<file path="src/rtl/ebus_pkg.sv">
package ebus_pkg;

    localparam int ADDR_W     = 32;
    localparam int BUS_BYTES  = 4;
    localparam int LINE_WORDS = 4;
    localparam int OFF_W      = $clog2(BUS_BYTES);
    localparam int WIDX_W     = $clog2(LINE_WORDS);
    localparam int BEAT_W     = $clog2(LINE_WORDS + 1);
    localparam int CNT_W      = $clog2(LINE_WORDS * BUS_BYTES + 1);

    localparam logic [1:0] TSZ_WORD = 2'b00;
    localparam logic [1:0] TSZ_BYTE = 2'b01;
    localparam logic [1:0] TSZ_HALF = 2'b10;

    typedef struct packed {
        logic                  active;
        logic [ADDR_W-1:0]     addr;
        logic [1:0]            tsiz;
        logic                  full;
        logic [BUS_BYTES-1:0]  lanes;
        logic [BEAT_W-1:0]     beats_left;
        logic [CNT_W-1:0]      bytes_left;
        logic                  done;
        logic                  err;
    } ctl_t;

endpackage

</file>
<file path="src/rtl/ebus_lane_dec.sv">
module ebus_lane_dec
    import ebus_pkg::*;
(
    input  logic [OFF_W-1:0]     off,
    input  logic [1:0]           size,
    output logic [BUS_BYTES-1:0] lanes,
    output logic [CNT_W-1:0]     nbytes,
    output logic                 bad
);

    int n;

    always_comb begin
        case (size)
            TSZ_BYTE: n = 1;
            TSZ_HALF: n = 2;
            TSZ_WORD: n = BUS_BYTES;
            default:  n = 0;
        endcase
    end

    assign nbytes = CNT_W'(n);
    assign bad    = (n == 0) || ((int'(off) & (n - 1)) != 0);

    // offset i drives lane bit BUS_BYTES-1-i (big-endian)
    generate
        for (genvar i = 0; i < BUS_BYTES; i++) begin : g_lane
            assign lanes[BUS_BYTES-1-i] = (n != 0) && (i >= int'(off)) && (i < int'(off) + n);
        end
    endgenerate

endmodule

</file>
<file path="src/rtl/ebus_burst_plan.sv">
module ebus_burst_plan
    import ebus_pkg::*;
(
    input  logic [WIDX_W-1:0] start,
    output logic [BEAT_W-1:0] beats,
    output logic [CNT_W-1:0]  total,
    output logic              full
);

    localparam int SPAN = LINE_WORDS;

    assign beats = BEAT_W'(SPAN - int'(start));
    assign total = CNT_W'((SPAN - int'(start)) * BUS_BYTES);
    assign full  = (start == '0);

endmodule

</file>
<file path="src/rtl/ebus_beat_ctrl.sv">
module ebus_beat_ctrl
    import ebus_pkg::*;
(
    input  logic                 clk,
    input  logic                 rst_n,
    input  logic                 req_valid,
    input  logic [ADDR_W-1:0]    req_addr,
    input  logic [1:0]           req_size,
    input  logic                 req_burst,
    input  logic                 slv_ack,
    output logic                 bus_active,
    output logic [ADDR_W-1:0]    bus_addr,
    output logic [1:0]           bus_tsiz,
    output logic                 bus_burst,
    output logic [BUS_BYTES-1:0] bus_lane_en,
    output logic [CNT_W-1:0]     bytes_left,
    output logic                 done,
    output logic                 err
);

    ctl_t ctl_d, ctl_q;

    logic [BUS_BYTES-1:0] dec_lanes;
    logic [CNT_W-1:0]     dec_bytes;
    logic                 dec_bad;
    logic [BEAT_W-1:0]    plan_beats;
    logic [CNT_W-1:0]     plan_total;
    logic                 plan_full;
    logic [ADDR_W-1:0]    req_word;

    assign req_word = {req_addr[ADDR_W-1:OFF_W], {OFF_W{1'b0}}};

    ebus_lane_dec i_lane_dec (
        .off    (req_addr[OFF_W-1:0]),
        .size   (req_size),
        .lanes  (dec_lanes),
        .nbytes (dec_bytes),
        .bad    (dec_bad)
    );

    ebus_burst_plan i_burst_plan (
        .start (req_addr[OFF_W+WIDX_W-1:OFF_W]),
        .beats (plan_beats),
        .total (plan_total),
        .full  (plan_full)
    );

    always_comb begin
        ctl_d      = ctl_q;
        ctl_d.done = 1'b0;
        ctl_d.err  = 1'b0;
        if (!ctl_q.active) begin
            if (req_valid) begin
                if (req_burst) begin
                    ctl_d.active     = 1'b1;
                    ctl_d.addr       = req_word;
                    ctl_d.tsiz       = TSZ_WORD;
                    ctl_d.full       = plan_full;
                    ctl_d.lanes      = '1;
                    ctl_d.beats_left = plan_beats;
                    ctl_d.bytes_left = plan_total;
                end else if (dec_bad) begin
                    ctl_d.err = 1'b1;
                end else begin
                    ctl_d.active     = 1'b1;
                    ctl_d.addr       = req_word;
                    ctl_d.tsiz       = req_size;
                    ctl_d.full       = 1'b0;
                    ctl_d.lanes      = dec_lanes;
                    ctl_d.beats_left = BEAT_W'(1);
                    ctl_d.bytes_left = dec_bytes;
                end
            end
        end else if (slv_ack) begin
            if (ctl_q.beats_left == BEAT_W'(1)) begin
                ctl_d.active     = 1'b0;
                ctl_d.done       = 1'b1;
                ctl_d.tsiz       = TSZ_WORD;
                ctl_d.full       = 1'b0;
                ctl_d.lanes      = '0;
                ctl_d.beats_left = '0;
                ctl_d.bytes_left = '0;
            end else begin
                ctl_d.addr       = ctl_q.addr + ADDR_W'(BUS_BYTES);
                ctl_d.beats_left = ctl_q.beats_left - BEAT_W'(1);
                ctl_d.bytes_left = ctl_q.bytes_left - CNT_W'(BUS_BYTES);
            end
        end
    end

    always_ff @(posedge clk or negedge rst_n) begin
        if (!rst_n) begin
            ctl_q <= '0;
        end else begin
            ctl_q <= ctl_d;
        end
    end

    assign bus_active  = ctl_q.active;
    assign bus_addr    = ctl_q.addr;
    assign bus_tsiz    = ctl_q.tsiz;
    assign bus_burst   = ctl_q.full;
    assign bus_lane_en = ctl_q.lanes;
    assign bytes_left  = ctl_q.bytes_left;
    assign done        = ctl_q.done;
    assign err         = ctl_q.err;

endmodule

</file>
<file path="config.mk">
export PLATFORM = sky130hd
export DESIGN_NAME = ebus_beat_ctrl
export DESIGN_NICKNAME = d
export VERILOG_FILES = /design/src/rtl/ebus_pkg.sv /design/src/rtl/ebus_lane_dec.sv /design/src/rtl/ebus_burst_plan.sv /design/src/rtl/ebus_beat_ctrl.sv
export SDC_FILE = /design/constraint.sdc
export NUM_CORES = 1
export LEC_CHECK = 0
export BUFFER_PORTS_ARGS = -buffer_cell sky130_fd_sc_hd__clkbuf_2
export CAP_MARGIN = 5
export CORE_ASPECT_RATIO = 1.75
export CORE_UTILIZATION = 40
export CTS_CLUSTER_SIZE = 24
export DETAILED_ROUTE_END_ITERATION = 10
export PLACE_DENSITY_LB_ADDON = 0.05
export SYNTH_ARGS = -nofsm -noshare
export SYNTH_HDL_FRONTEND = slang
export SYNTH_SLANG_ARGS = --single-unit
export TNS_END_PERCENT = 5
</file>
<file path="constraint.sdc">
create_clock -name clk -period 5.75 [get_ports clk]
set_clock_uncertainty 0.15 [all_clocks]
set_input_delay 1.15 -clock clk [delete_from_list [all_inputs] [get_ports clk]]
set_output_delay 1.15 -clock clk [all_outputs]
set_load 0.1 [all_outputs]
</file>
==> flow_summary.yaml <==
outcome:
  outcome: "finished clean"
timing:
  hold_slack_ns: 0.334
  finalCritPeriodShare: 0.581
  hold_violations: 0
  worst_slack_ns: 2.41
  tns_ns: 0
  slew_viol_final: 0
  min_period_ns: 3.34
  worst_pin_slew_ns: 0.974
  slew_headroom: 0.348
  setup_violations: 0
  rsz0062_at_grt: "no"
  max_freq_mhz: 299
cts:
  hold_buffers: 0
  cts-root-buf: "clkbuf_16"
  clk_pin_slew_ns: 0.07
  cts_tree: "built"
  cts_buffer_depth: 2
  postCtsResizedCells: 0
  post_cts_buffers: 0
  cts.sinks: 48
  cts_made_buffers: 5
  cts_max_level: 2
  insertion_delay_ns: 0.30
critical_path:
  crit_slowest_cell: "nor2_4"
  worst_path_largest_cell_delay_ns: 0.61
  crit_family: "simple AND/OR/NAND/NOR gates"
  arrival_ns: 3.38
  path_class: "primary input to register"
  path_cells: "clkbuf_2 -> inv_1 -> ha_1 -> nand2b_1 -> a31o_1 -> buf_4 -> nor2_4 -> nor4_1 -> a311o_1"
  path_max_fanout: 38
  cp.buffers_inverters: 3
  cp-end-kind: "register"
  critPathRequiredTime_ns: 5.79
  worst_setup_path_start_kind: "primary input"
synthesis:
  yosys_most_used_dff: "dfrtp_1"
  synth.top_cell.area_share: 0.366
  synth-seq-cells: 48
  syn_area_per_cell_um2: 8.51
  ys_types: 52
  synth_edf_count: 0
  synth-async-reset-ratio: 1.00
  syn_inst: 385
  netlist_top_cells_area: "dfrtp_1, buf_4, o21ai_0, ha_1, nand2_1"
  yosysWarnings: 0
  netlist_area_um2: 3280
  synth_seq_area_share: 0.366
  yosys.area.top_type: "dfrtp_1"
global_route:
  grt_pass1_vias: 2780
  grt_usage: 0.212
  grt_start_max_net_pins: 49
  antenna_found_initial: 0
  grt_overflow_total: 0
  grt_pass1_wl_um: 14200
placed_design:
  routabilityCongestion: 0.823
  hpwlAfterDp_um: 6260
  pre_cts_ws_ns: 2.09
  port_buffers: 83
drt:
  final_antenna_net_count: 0
  drt-vias-per-instance: 5.71
  drt_iter0_markers: 165
  firstDrtPassIters: 4
  wl_per_cell_um: 17.0
  wl_um: 8660
  drc: 0
  vias: 2903
die:
  dieHeight_um: 122
  start_util: 0.414
  die_area_um2: 8580
  boundaryPins: 86
  die_w_um: 70.4
  core_region_area_um2: 7910
  rows: 43
final_layout:
  post-route-util: 0.459
  layout-drive-gt1-share: 0.239
  layout.nets: 469
  antennaDiodeCount: 0
  area_growth_syn_to_layout_pct: 10.8
hold_path:
  hp-class: "register to register"
run:
  cap_viol_max_count: 0
==> layout make-up <==
class,instances,area [um^2]
tap,90,113
timing repair buffer,86,438
multi-input combinational,260,1610
fill,823,4280
clock inverter,3,90.1
clock buffer,5,125
inverter,16,60.1
sequential,48,1200
==> cell families (layout without fill, tap and decap cells) <==
family,Yosys count,after routing,synth area share
other,1,2,0.00114
AO/OA/AOI/OAI,120,120,0.235
buffers and inverters,78,110,0.145
adder cells (fa/ha/maj),13,13,0.0519
AND/OR/NAND/NOR,124,124,0.197
flip-flops,48,48,0.366
multiplexers,1,1,0.00305
==> per-stage QoR <==
| step | cells | cell area [um^2] |
|---|---|---|
| 2_1_floorplan | 386 | 3280 |
| 3_5_place_dp | 500 | 3420 |
| 6_report | 508 | 3630 |
| 4_1_cts | 508 | 3630 |
| 3_3_place_gp | 500 | 3420 |
| 5_1_grt | 508 | 3630 |
==> synth_stat cells, drive strengths merged (3+ instances only) <==
cell     n
nor3     5
o22ai    3
buf     51
clkbuf  11
a22o     6
o211ai   4
inv     16
a31oi    8
a21oi   24
and2     3
a31o     3
and3     8
ha      12
nor2b    5
nand2   35
nand4    9
nand3   16
nor2    29
o21ai   40
o311ai   7
a32oi    6
and4     3
dfrtp   48
nor4     4
o31a     5
nand2b   3
==> placed cells by master (no fill, tap or decap), drive strengths merged, types with 4 or more instances in the layout <==
cell,instances
a22o,6
nand3,16
clkbuf,88
nor2b,5
a31oi,8
and3,8
inv,16
o211ai,4
o21ai,40
nor3,5
ha,12
a21oi,24
dfrtp,48
nand2,35
o311ai,7
nor4,4
nand4,9
nor2,29
o31a,5
a32oi,6
==> worst paths after layout <==
path / slack, ns / startpoint / end / cells after the start
worst min-delay path: 0.33 / bus_burst$_DFFE_PN0P_ / bus_burst$_DFFE_PN0P_ / 2
worst max-delay path: 2.41 / req_size[0] / bus_addr[23]$_DFFE_PN0P_ / 9
max in group asynchronous: 4.20 / rst_n / bus_lane_en[2]$_DFFE_PN0P_ / 2
worst min register to register: 0.33 / bus_burst$_DFFE_PN0P_ / bus_burst$_DFFE_PN0P_ / 2
worst max register to register: 3.10 / bus_active$_DFF_PN0_ / bus_addr[27]$_DFFE_PN0P_ / 5
min in group asynchronous: 0.81 / rst_n / bus_addr[7]$_DFFE_PN0P_ / 2
==> sequential cells by signal (all words and copies together) (netlist names) <==
signal	count
bus_tsiz	2
done	1
bytes_left	5
bus_lane_en	4
err	1
bus_addr	30
bus_burst	1
bus_active	1
ctl_q	3
==> worst register-to-register path, cell delays in order, from the launching register on <==
cell,delay (ns)
dfrtp_1,0.44
and2_1,0.67
nand2_1,0.63
nand2_1,0.39
nand2_1,0.09
a22o_1,0.18
==> metal layers <==
layer / routed length (um) / up-vias / part of all wire / global-route usage
li1: - / 1417 / - / -
met1: 3390 / 1389 / 0.39 / 0.251
met2: 4730 / 84 / 0.55 / 0.377
met3: 335 / 13 / 0.039 / 0.0314
met4: 204 / 0 / 0.024 / 0.0863
met5: 0 / - / 0 / 0
Power is left out: the tool's default activity adds up to more than one toggle a clock period on the data nets, which glitch-free logic cannot reach.
